--- config.mk ---
export PLATFORM = sky130hd
export DESIGN_NAME = irq_boot_sender
export DESIGN_NICKNAME = d
export VERILOG_FILES = /design/src/rtl/boot_pkg.sv /design/src/rtl/boot_phase_timer.sv /design/src/rtl/boot_bit_shifter.sv /design/src/rtl/irq_boot_sender.sv
export SDC_FILE = /design/constraint.sdc
export NUM_CORES = 1
export LEC_CHECK = 0
export BUFFER_PORTS_ARGS = -buffer_cell sky130_fd_sc_hd__buf_4
export CORE_ASPECT_RATIO = 1.1
export CORE_UTILIZATION = 52
export DETAILED_ROUTE_END_ITERATION = 6
export PLACE_DENSITY = 0.79
export SLEW_MARGIN = 20
export SYNTH_ARGS = -nofsm -noshare
export SYNTH_HDL_FRONTEND = slang
export SYNTH_SLANG_ARGS = --single-unit
--- constraint.sdc ---
create_clock -name clk_i -period 3.1 [get_ports clk_i]
set_clock_uncertainty 0.1 [all_clocks]
set_input_delay 0.31 -clock clk_i [delete_from_list [all_inputs] [get_ports clk_i]]
set_output_delay 0.31 -clock clk_i [all_outputs]
set_load 0.02 [all_outputs]
--- src/rtl/boot_pkg.sv ---
package boot_pkg;
  typedef enum logic [1:0] {
    ST_IDLE,
    ST_PULSE,
    ST_GAP,
    ST_SETV
  } seq_state_e;
endpackage

--- src/rtl/boot_phase_timer.sv ---
module boot_phase_timer #(
  parameter int CNT_W = 8
) (
  input  logic             clk_i,
  input  logic             rst_ni,
  input  logic             load_i,
  input  logic [CNT_W-1:0] len_i,
  output logic             done_o
);
  logic [CNT_W-1:0] cnt_q;

  // phase lasts max(len,1) cycles; done flags its last cycle
  always_ff @(posedge clk_i or negedge rst_ni) begin
    if (!rst_ni)               cnt_q <= '0;
    else if (load_i)           cnt_q <= (len_i == '0) ? CNT_W'(1) : len_i;
    else if (cnt_q > CNT_W'(1)) cnt_q <= cnt_q - CNT_W'(1);
  end

  assign done_o = (cnt_q <= CNT_W'(1));
endmodule

--- src/rtl/boot_bit_shifter.sv ---
module boot_bit_shifter #(
  parameter int DATA_W = 8
) (
  input  logic              clk_i,
  input  logic              rst_ni,
  input  logic              load_i,
  input  logic [DATA_W-1:0] data_i,
  input  logic              shift_i,
  output logic              msb_o,
  output logic              next_o,
  output logic              last_bit_o
);
  localparam int IDX_W = $clog2(DATA_W);

  logic [DATA_W-1:0] sh_q;
  logic [IDX_W-1:0]  idx_q;

  always_ff @(posedge clk_i or negedge rst_ni) begin
    if (!rst_ni) begin
      sh_q  <= '0;
      idx_q <= '0;
    end else if (load_i) begin
      sh_q  <= data_i;
      idx_q <= '0;
    end else if (shift_i) begin
      sh_q  <= {sh_q[DATA_W-2:0], 1'b0};
      idx_q <= idx_q + IDX_W'(1);
    end
  end

  assign msb_o      = sh_q[DATA_W-1];
  assign next_o     = sh_q[DATA_W-2];
  assign last_bit_o = (idx_q == IDX_W'(DATA_W-1));
endmodule

--- src/rtl/irq_boot_sender.sv ---
module irq_boot_sender
  import boot_pkg::*;
#(
  parameter int DATA_W = 8,
  parameter int CNT_W  = 8,
  parameter int SO_LEN = 3
) (
  input  logic              clk_i,
  input  logic              rst_ni,
  input  logic [DATA_W-1:0] s_data_i,
  input  logic              s_last_i,
  input  logic              s_valid_i,
  output logic              s_ready_o,
  input  logic [CNT_W-1:0]  nmi_len_i,
  input  logic [CNT_W-1:0]  irq_len_i,
  input  logic [CNT_W-1:0]  gap_len_i,
  output logic              nmi_n_o,
  output logic              irq_n_o,
  output logic              so_n_o,
  output logic              busy_o
);
  localparam logic [CNT_W-1:0] SO_CNT = CNT_W'(SO_LEN);

  seq_state_e       state_q, state_d;
  logic             frame_q, frame_d;
  logic             last_q, last_d;
  logic             tmr_load, tmr_done;
  logic [CNT_W-1:0] tmr_len;
  logic             sh_load, sh_shift;
  logic             cur_bit, next_bit, last_bit;

  boot_phase_timer #(.CNT_W(CNT_W)) u_tmr (
    .clk_i  (clk_i),
    .rst_ni (rst_ni),
    .load_i (tmr_load),
    .len_i  (tmr_len),
    .done_o (tmr_done)
  );

  boot_bit_shifter #(.DATA_W(DATA_W)) u_shift (
    .clk_i      (clk_i),
    .rst_ni     (rst_ni),
    .load_i     (sh_load),
    .data_i     (s_data_i),
    .shift_i    (sh_shift),
    .msb_o      (cur_bit),
    .next_o     (next_bit),
    .last_bit_o (last_bit)
  );

  always_comb begin
    state_d  = state_q;
    frame_d  = frame_q;
    last_d   = last_q;
    tmr_load = 1'b0;
    tmr_len  = '0;
    sh_load  = 1'b0;
    sh_shift = 1'b0;
    unique case (state_q)
      ST_IDLE: if (s_valid_i) begin
        sh_load  = 1'b1;
        tmr_load = 1'b1;
        tmr_len  = s_data_i[DATA_W-1] ? irq_len_i : nmi_len_i;
        last_d   = s_last_i;
        frame_d  = 1'b1;
        state_d  = ST_PULSE;
      end
      ST_PULSE: if (tmr_done) begin
        tmr_load = 1'b1;
        tmr_len  = gap_len_i;
        state_d  = ST_GAP;
      end
      ST_GAP: if (tmr_done) begin
        if (!last_bit) begin
          sh_shift = 1'b1;
          tmr_load = 1'b1;
          tmr_len  = next_bit ? irq_len_i : nmi_len_i;
          state_d  = ST_PULSE;
        end else if (last_q) begin
          tmr_load = 1'b1;
          tmr_len  = SO_CNT;
          state_d  = ST_SETV;
        end else begin
          state_d  = ST_IDLE;
        end
      end
      ST_SETV: if (tmr_done) begin
        frame_d = 1'b0;
        state_d = ST_IDLE;
      end
      default: state_d = ST_IDLE;
    endcase
  end

  always_ff @(posedge clk_i or negedge rst_ni) begin
    if (!rst_ni) begin
      state_q <= ST_IDLE;
      frame_q <= 1'b0;
      last_q  <= 1'b0;
    end else begin
      state_q <= state_d;
      frame_q <= frame_d;
      last_q  <= last_d;
    end
  end

  assign s_ready_o = (state_q == ST_IDLE);
  assign nmi_n_o   = !((state_q == ST_PULSE) && !cur_bit);
  assign irq_n_o   = !((state_q == ST_PULSE) && cur_bit);
  assign so_n_o    = (state_q != ST_SETV);
  assign busy_o    = frame_q;
endmodule

==> results of run 1 <==
per-stage QoR:
step / utilization / instance area, um2 / hold slack (ns)
finish: 0.679 / 1900 / 0.0805
detailed placement: 0.665 / 1860 / 0.120
CTS: 0.679 / 1900 / 0.0710
global placement: 0.665 / 1860 / 0.116
floorplan: - / 1560 / -0.0856
global route: 0.679 / 1900 / 0.0941
report_power, final:
part,switching (mW),internal [mW]
logic,0.307,0.266
clock network,0.0922,0.0483
registers,0.126,0.417
total,0.525,0.731
tightest hold or removal path, cell delays in order:
cell and delay, ns:
buf_4 0.08, nand2_1 0.04, nand2_1 0.04
flip-flops by register name (all words and copies together) (netlist names):
register	cells
u_shift.sh_q	8
u_tmr.cnt_q	8
u_shift.idx_q	3
state_q	2
busy_o	1
last_q	1
cells by family after synthesis:
| logic type | synth area share |
|---|---|
| flops | 0.369 |
| compound gates | 0.210 |
| buf+inv | 0.0425 |
| mux | 0.0658 |
| simple gates | 0.274 |
| xor+xnor | 0.00562 |
| fa+ha+maj | 0.0321 |
layout by cell type, fill, tap and decap left out, types with 3 or more instances in the layout:
master / count
ha_1: 4
clkbuf_4: 3
nor3_1: 5
o21ai_0: 8
a22oi_1: 8
a211oi_1: 3
a21oi_1: 5
nor2b_1: 4
a221o_1: 4
nor2_1: 11
mux2i_1: 8
nor4_1: 3
nand3_1: 5
inv_1: 4
nand2_1: 32
buf_4: 42
dfrtp_1: 23
per-layer routing:
layer	part of all wire	vias up
li1	-	736
met1	0.40	747
met2	0.52	56
met3	0.059	6
met4	0.016	0
met5	0	-
final cells by class:
class | count | area, um2
clock buffer | 3 | 22.5
clock inverter | 1 | 5.00
fill | 234 | 901
inverter | 4 | 15.0
multi-input combinational | 141 | 917
sequential | 23 | 576
tap | 33 | 41.3
timing repair buffer | 43 | 325
repair_timing:
item,4_1_cts,5_1_grt
hold buffers,1,0
hold endpoints to repair,23,0
gates resized for setup,0,0
worst max path at each step:
stage / end
global placement: u_tmr.cnt_q[7]
global route: u_tmr.cnt_q[7]
floorplan: u_tmr.cnt_q[0]
CTS: u_tmr.cnt_q[7]
detailed placement: u_tmr.cnt_q[7]
finish: u_tmr.cnt_q[7]
==> flow_summary.toml, run 1 <==
[run_status]
status = "completed"

[power]
finalPower_mw = 1.26
p_per_area_mw_per_mm2 = 660
p_leak_nw = 0.856
peakVddDrop_mv = 0.736

[critical_path]
required_ns = 3.18
critical_path.top_delay_family = "simple AND/OR/NAND/NOR gates"
critical_path_class = "flop to flop"
max_stage_delay_ns = 0.49
startpoint_type = "flop"
endpoint_kind = "flop"
path_cells = "inv_1 > ha_1 > nor2_1 > or3_4 > nor2_1 > buf_4 > a221oi_1 > o21ai_0"
startpoint = "u_tmr.cnt_q[0]"
timing.rr.start = "u_tmr.cnt_q[0]"
reg2reg_depth = 8
critical_path_buf_inv_count = 2
cp_max_fo = 12
r2r_end = "u_tmr.cnt_q[7]"
path_depth = 8
r2r_slack_ns = 0.57
cpMostUsedCell = "nor2_1"
worstPathArrival_ns = 2.61
slowest_stage = "dfrtp_1"

[placement]
dp.cells = 243
place_ws_ns = 0.575
io_buffers = 40
place_congestion = 0.943
dp_hpwl_um = 3140

[clock_tree]
clock_latency_ns = 0.31
cts_tree = "done"
htree_levels = 1
clk_path_buf_depth = 2
cts_buffers = 3
clock-sinks = 23
clockRootBuffer = "clkbuf_4"
clk_pin_slew_ns = 0.13
cts_setup_buffers = 0

[drt]
first_pass_iters = 4
vias_per_cell = 6.23
postRouteAntennaNets = 0
wirelength_um = 4130
num_vias = 1545
wl_per_cell_um = 16.6
drc = 0
first_iter_violations = 69

[synthesis]
synth_edf_count = 0
avgSynthCellArea_um2 = 8.76
synth_common_cells = "nand2_1, dfrtp_1, nor2_1"
yosysMostFrequentCell = "nand2_1"
yosys.area.top_type = "dfrtp_1"
ys_types = 50
syn_area_mm2 = 0.00156
ys_seq_elements = 23
async_flop_share = 1.00
synth_cells = 178
yosysTopAreaCellShare = 0.369
ys_warn_count = 0
ys_top_cells_by_area = "dfrtp_1, nand2_1, mux2i_1"
syn_nets = 218
yosysSeqAreaShare = 0.369
ys.flop_type = "dfrtp_1"

[die]
rows = 20
start_util = 0.556
dieArea_mm2 = 0.00322
die_y_um = 59.4
die_w_um = 54.2
ios = 41
fp.coreArea_mm2 = 0.00280

[finish]
n_antenna_cell = 0
nets = 256
finalNonFillerCells = 248
area_growth_pct = 22.0
drive_gt1_frac = 0.274

[sta]
finalHoldViolCount = 0
tns_ns = 0
slew_viol_final = 0
relSlewSlack = 0.570
finalCritPeriodShare = 0.815
fmax_mhz = 396
setup_viol = 0
worst_pin_slew_ns = 0.646
worst_slack_ns = 0.573
rsz0062_at_grt = "no"
timing.final.crit_period_ns = 2.53

[global_routing]
antenna_found_initial = 0
use_met3 = 0.0410
grt_pass1_wl_um = 6830
use_met1 = 0.360
grt-ovfl-total = 0
grt_pass1_vias = 1572
grt_max_degree = 24
grt_busiest_layer = "met2"
grt_util_met2 = 0.497
grt_usage = 0.290

[worst_hold_path]
hold_depth = 3
hold_end = "last_q"
min-delay-start = "s_last_i"
worstHoldPathType = "input port to flop"

[run]
cap_violations = 0
(Power assumes the default switching activity.)
==> run 2, diff against run 1 <==
==> constraint.sdc (replaced) <==
create_clock -name clk_i -period 2.6 [get_ports clk_i]
set_clock_uncertainty 0.1 [all_clocks]
set_input_delay 0.26 -clock clk_i [delete_from_list [all_inputs] [get_ports clk_i]]
set_output_delay 0.26 -clock clk_i [all_outputs]
set_load 0.02 [all_outputs]
==> run 2 against run 1 <==
Net effect: design area is 1.1% higher; final cell count increased by 1.2%; hold slack worse by 0.058 ns; fmax rose by 3.0%; core utilization rose by 0.76 points; clock-buffer cell count increased by 1; critical path depth fell by 2; non-clock buffer count grew 3; first-iteration DRC count down 35%; critical path type unchanged; highest routed layer unchanged.
==> flow_summary.toml, run 2 (synthesis results as in run 1) <==
[finish]
final_util = 0.686
multiInputGateArea_um2 = 917
seq_area_um2 = 576
fillCellCount = 233
drive_gt1_frac = 0.280
design_area_mm2 = 0.00192
n_antenna_cell = 0
area_growth_pct = 23.4
nets = 259
final_common_cell = "buf_4"
most-common-layout-cells = "buf_4, nand2_1, dfrtp_1"
top_regs = "u_shift.sh_q: 8 flops, u_tmr.cnt_q: 8 flops, u_shift.idx_q: 3 flops"

[clock_tree]
clock_latency_ns = 0.32
clk_pin_slew_ns = 0.13
cts_setup_buffers = 0
clk_path_buf_depth = 2
clockRootBuffer = "clkbuf_4"
cts_tree = "done"
cts_buffers = 3
clock-sinks = 23
htree_levels = 1

[critical_path]
timing.rr.start = "u_tmr.cnt_q[5]"
startpoint_type = "flop"
r2r_end = "u_tmr.cnt_q[0]"
worstPathArrival_ns = 2.58
critical_path_class = "flop to flop"
r2r_slack_ns = 0.15
required_ns = 2.72
cp_max_fo = 11
endpoint_kind = "flop"
reg2reg_depth = 6

[drt]
postRouteAntennaNets = 0
wirelength_um = 4110
first_pass_iters = 4
num_vias = 1517
vias_per_cell = 6.04
first_iter_violations = 45
wl_per_cell_um = 16.4
drc = 0

[power]
p_per_area_mw_per_mm2 = 787
peakVddDrop_mv = 0.649
seqPwrFrac = 0.428
p_clk_frac = 0.114
swShare = 0.418
p_leak_nw = 0.870
power_switching_uw = 632
comb_power_share = 0.458
finalPower_mw = 1.51
p_int_uw = 880

[sta]
tns_ns = 0
setup_viol = 0
worst_pin_slew_ns = 0.560
slew_viol_final = 0
worst_slack_ns = 0.146
finalHoldViolCount = 0
fmax_mhz = 407
finalCritPeriodShare = 0.944
timing.final.crit_period_ns = 2.45
relSlewSlack = 0.626
rsz0062_at_grt = "no"

[global_routing]
antenna_found_initial = 0
grt_pass1_wl_um = 6560
grt-ovfl-total = 0
grt_max_degree = 24
grt_usage = 0.281
grt_pass1_vias = 1490

[die]
die_w_um = 54.2
fp.coreArea_mm2 = 0.00280
ios = 41
dieArea_mm2 = 0.00322
die_y_um = 59.4
rows = 20
start_util = 0.556

[placement]
place_congestion = 0.944
dpl_cell_area_mm2 = 0.00189
dp_hpwl_um = 3210
place_ws_ns = 0.185
io_buffers = 40

[worst_hold_path]
min-delay-start = "s_last_i"
hold_depth = 3
hold_end = "last_q"
worstHoldPathType = "input port to flop"

[run]
cap_violations = 0

[run_status]
status = "completed"
## run 2: worst max-delay path: stages (launching register included)
cell and delay, ns:
dfrtp_1 0.43, or4_4 0.58, or3_4 0.50, nor2_1 0.18
a22o_1 0.23, a22oi_2 0.11, a31o_1 0.21
## run 2: routing by layer
metal | up-vias | GRT usage | part of all wire
met5 | - | 0 | 0
met2 | 50 | 0.483 | 0.50
met4 | 0 | 0.132 | 0.015
li1 | 740 | - | -
met1 | 721 | 0.340 | 0.44
met3 | 6 | 0.0308 | 0.041
## run 2: power groups by stage
stage | Sequential (mW) | Clock [mW] | Combinational, mW
final | 0.648 | 0.172 | 0.692
after global routing | 0.667 | 0.190 | 0.767
after CTS | 0.643 | 0.177 | 0.695
after detailed placement | 0.651 | 0 | 0.690
after global placement | 0.640 | 0 | 0.672
after floorplan | 0.583 | 0 | 0.527
## run 2: repair_timing
action | CTS | global route
gates resized for setup | 0 | 0
hold endpoints to repair | 23 | 0
hold buffers | 1 | 0
## run 2: metrics by stage
stage / cells / hold WS, ns
finish: 251 / 0.0227
global route: 251 / 0.0353
CTS: 251 / 0.0198
detailed placement: 246 / 0.0747
global placement: 246 / 0.0664
floorplan: 178 / -0.136
## run 2: area by class of cell
cell class,count,area share
clock buffer,4,0.0137
tap,33,0.0215
multi-input combinational,141,0.477
sequential,23,0.299
timing repair buffer,46,0.181
inverter,4,0.00781
## run 2: how the worst max path moves through the flow
stage	startpoint	endpoint	cells after the start
6_report	u_tmr.cnt_q[5]	u_tmr.cnt_q[0]	6
5_1_grt	u_tmr.cnt_q[0]	u_tmr.cnt_q[7]	8
4_1_cts	u_tmr.cnt_q[5]	u_tmr.cnt_q[0]	6
3_5_place_dp	u_tmr.cnt_q[5]	u_tmr.cnt_q[0]	6
3_3_place_gp	u_tmr.cnt_q[5]	u_tmr.cnt_q[0]	6
2_1_floorplan	u_tmr.cnt_q[5]	u_tmr.cnt_q[0]	7
==> run 3, diff against run 2 <==
--- a/config.mk
+++ b/config.mk
@@ -9,7 +9,7 @@
 export CORE_ASPECT_RATIO = 1.1
 export CORE_UTILIZATION = 52
 export DETAILED_ROUTE_END_ITERATION = 6
-export PLACE_DENSITY = 0.79
+export PLACE_DENSITY = 0.84
 export SLEW_MARGIN = 20
 export SYNTH_ARGS = -nofsm -noshare
 export SYNTH_HDL_FRONTEND = slang
==> run 3 against run 2 <==
Net effect: final cell count fell by 0.40%; core utilization down 0.13 points; register-to-register slack hardly changed; routed wire length up 1.6%; global-route usage is 0.79 points higher; combinational power decreased by 0.7%; clock power is 3% higher; sequential cell count unchanged; non-clock buffer count down 1; critical path type unchanged; critical endpoint unchanged; largest cell class unchanged.
==> flow_summary.toml, run 3 (synthesis results as in run 1) <==
[critical_path]
critical_path_class = "flop to flop"
path_cells = "or4_4 > or3_4 > o22ai_1 > a21oi_1 > nor4bb_1 > a31o_1"
cp_max_fo = 11
crit_path_end = "u_tmr.cnt_q[0]"
startpoint = "u_tmr.cnt_q[5]"
timing.rr.start = "u_tmr.cnt_q[5]"
r2r_end = "u_tmr.cnt_q[0]"
critical_path.top_delay_family = "simple AND/OR/NAND/NOR gates"
r2r_slack_ns = 0.14
critical_path_buf_inv_count = 0
worstPathArrival_ns = 2.59
path_depth = 6
reg2reg_depth = 6
slowest_stage = "or4_4"
max_stage_delay_ns = 0.58
startpoint_type = "flop"
endpoint_kind = "flop"
required_ns = 2.73

[power]
p_leak_nw = 0.867
p_per_area_mw_per_mm2 = 790
p_int_uw = 875
p_clk_frac = 0.118
peakVddDrop_mv = 0.734
comb_power_share = 0.453
seqPwrFrac = 0.429
power_switching_uw = 641
swShare = 0.423

[clock_tree]
clock-sinks = 23
clk_pin_slew_ns = 0.14
htree_levels = 1
clk_path_buf_depth = 2
cts_buffers = 3
clock_latency_ns = 0.32
cts_tree = "done"
clockRootBuffer = "clkbuf_4"

[drt]
postRouteAntennaNets = 0
drc = 0
first_iter_violations = 72
num_vias = 1537
wl_per_cell_um = 16.7
vias_per_cell = 6.15
first_pass_iters = 4
wirelength_um = 4180

[sta]
fmax_mhz = 407
timing.final.crit_period_ns = 2.46
finalCritPeriodShare = 0.945
hold_slack_ns = 0.0154
worst_pin_slew_ns = 0.626
finalHoldViolCount = 0
setup_viol = 0
rsz0062_at_grt = "no"
relSlewSlack = 0.583
slew_viol_final = 0
worst_slack_ns = 0.143
tns_ns = 0

[finish]
final_common_cell = "buf_4"
nets = 258
fillCellCount = 245
seq_area_um2 = 576
drive_gt1_frac = 0.286
most-common-layout-cells = "buf_4, nand2_1, dfrtp_1"
n_antenna_cell = 0
area_growth_pct = 23.1
top_regs = "u_shift.sh_q: 8 flops, u_tmr.cnt_q: 8 flops, u_shift.idx_q: 3 flops"
multiInputGateArea_um2 = 920

[global_routing]
grt_usage = 0.288
grt-ovfl-total = 0
grt_pass1_vias = 1464
antenna_found_initial = 0
grt_pass1_wl_um = 6590
grt_max_degree = 24

[placement]
place_congestion = 0.967
dp_hpwl_um = 3230
place_ws_ns = 0.196
io_buffers = 40

[worst_hold_path]
worstHoldPathType = "input port to flop"
hold_depth = 3

[run]
cap_violations = 0

[die]
die_y_um = 59.4
die_w_um = 54.2
dieArea_mm2 = 0.00322
fp.coreArea_mm2 = 0.00280
ios = 41
rows = 20
start_util = 0.556

[run_status]
status = "completed"
[run 3: cell count changes in the layout (fill, tap and decap cells not counted)]
cell,previous run,this run
buf_4,45,44
clkbuf_1,1,0
clkinv_2,0,1
nor2_1,11,10
nor2_2,0,1
[run 3: final cells by class]
type | instances | area share
repair buffers | 45 | 0.177
clock buffers | 3 | 0.0117
well taps | 33 | 0.0215
flip-flops and latches | 23 | 0.300
inverters | 4 | 0.00782
clock inverters | 1 | 0.00261
multi-input cells | 141 | 0.479
[run 3: tightest hold or removal path, stage by stage]
cell and delay (ns):
buf_4 0.07, nand2_1 0.04, nand2_1 0.05
[run 3: metrics by stage]
stage	std cells	power (mW)	cell area (um2)	util
2_1_floorplan	178	1.11	1560	-
3_3_place_gp	245	1.31	1880	0.671
3_5_place_dp	245	1.34	1880	0.671
4_1_cts	250	1.51	1920	0.684
5_1_grt	250	1.64	1920	0.685
6_report	250	1.52	1920	0.685
[run 3: per-layer routing]
layer  wire length [um]  GRT usage
met5                  0          0
met1               1680      0.350
met2               2160      0.490
met3                237     0.0359
met4                 95      0.143
[run 3: how the worst min path moves through the flow]
stage,startpoint,endpoint,slack (ns)
2_1_floorplan,rst_ni,busy_o,-0.14
3_3_place_gp,rst_ni,last_q,0.07
3_5_place_dp,rst_ni,last_q,0.07
4_1_cts,s_last_i,last_q,0.02
5_1_grt,s_last_i,last_q,0.009
6_report,s_last_i,last_q,0.02
[run 3: repair_timing]
action	CTS	global route
setup endpoints to repair	0	2
hold buffers	1	0
endpoints found under the hold margin	23	0
setup buffers	0	0
gates resized for setup	0	1
[run 3: power by group through the flow]
stage	clock network (mW)	registers (mW)	logic (mW)
global placement	0	0.641	0.664
finish	0.178	0.651	0.687
floorplan	0	0.583	0.527
detailed placement	0	0.656	0.684
CTS	0.178	0.649	0.687
global route	0.200	0.672	0.772
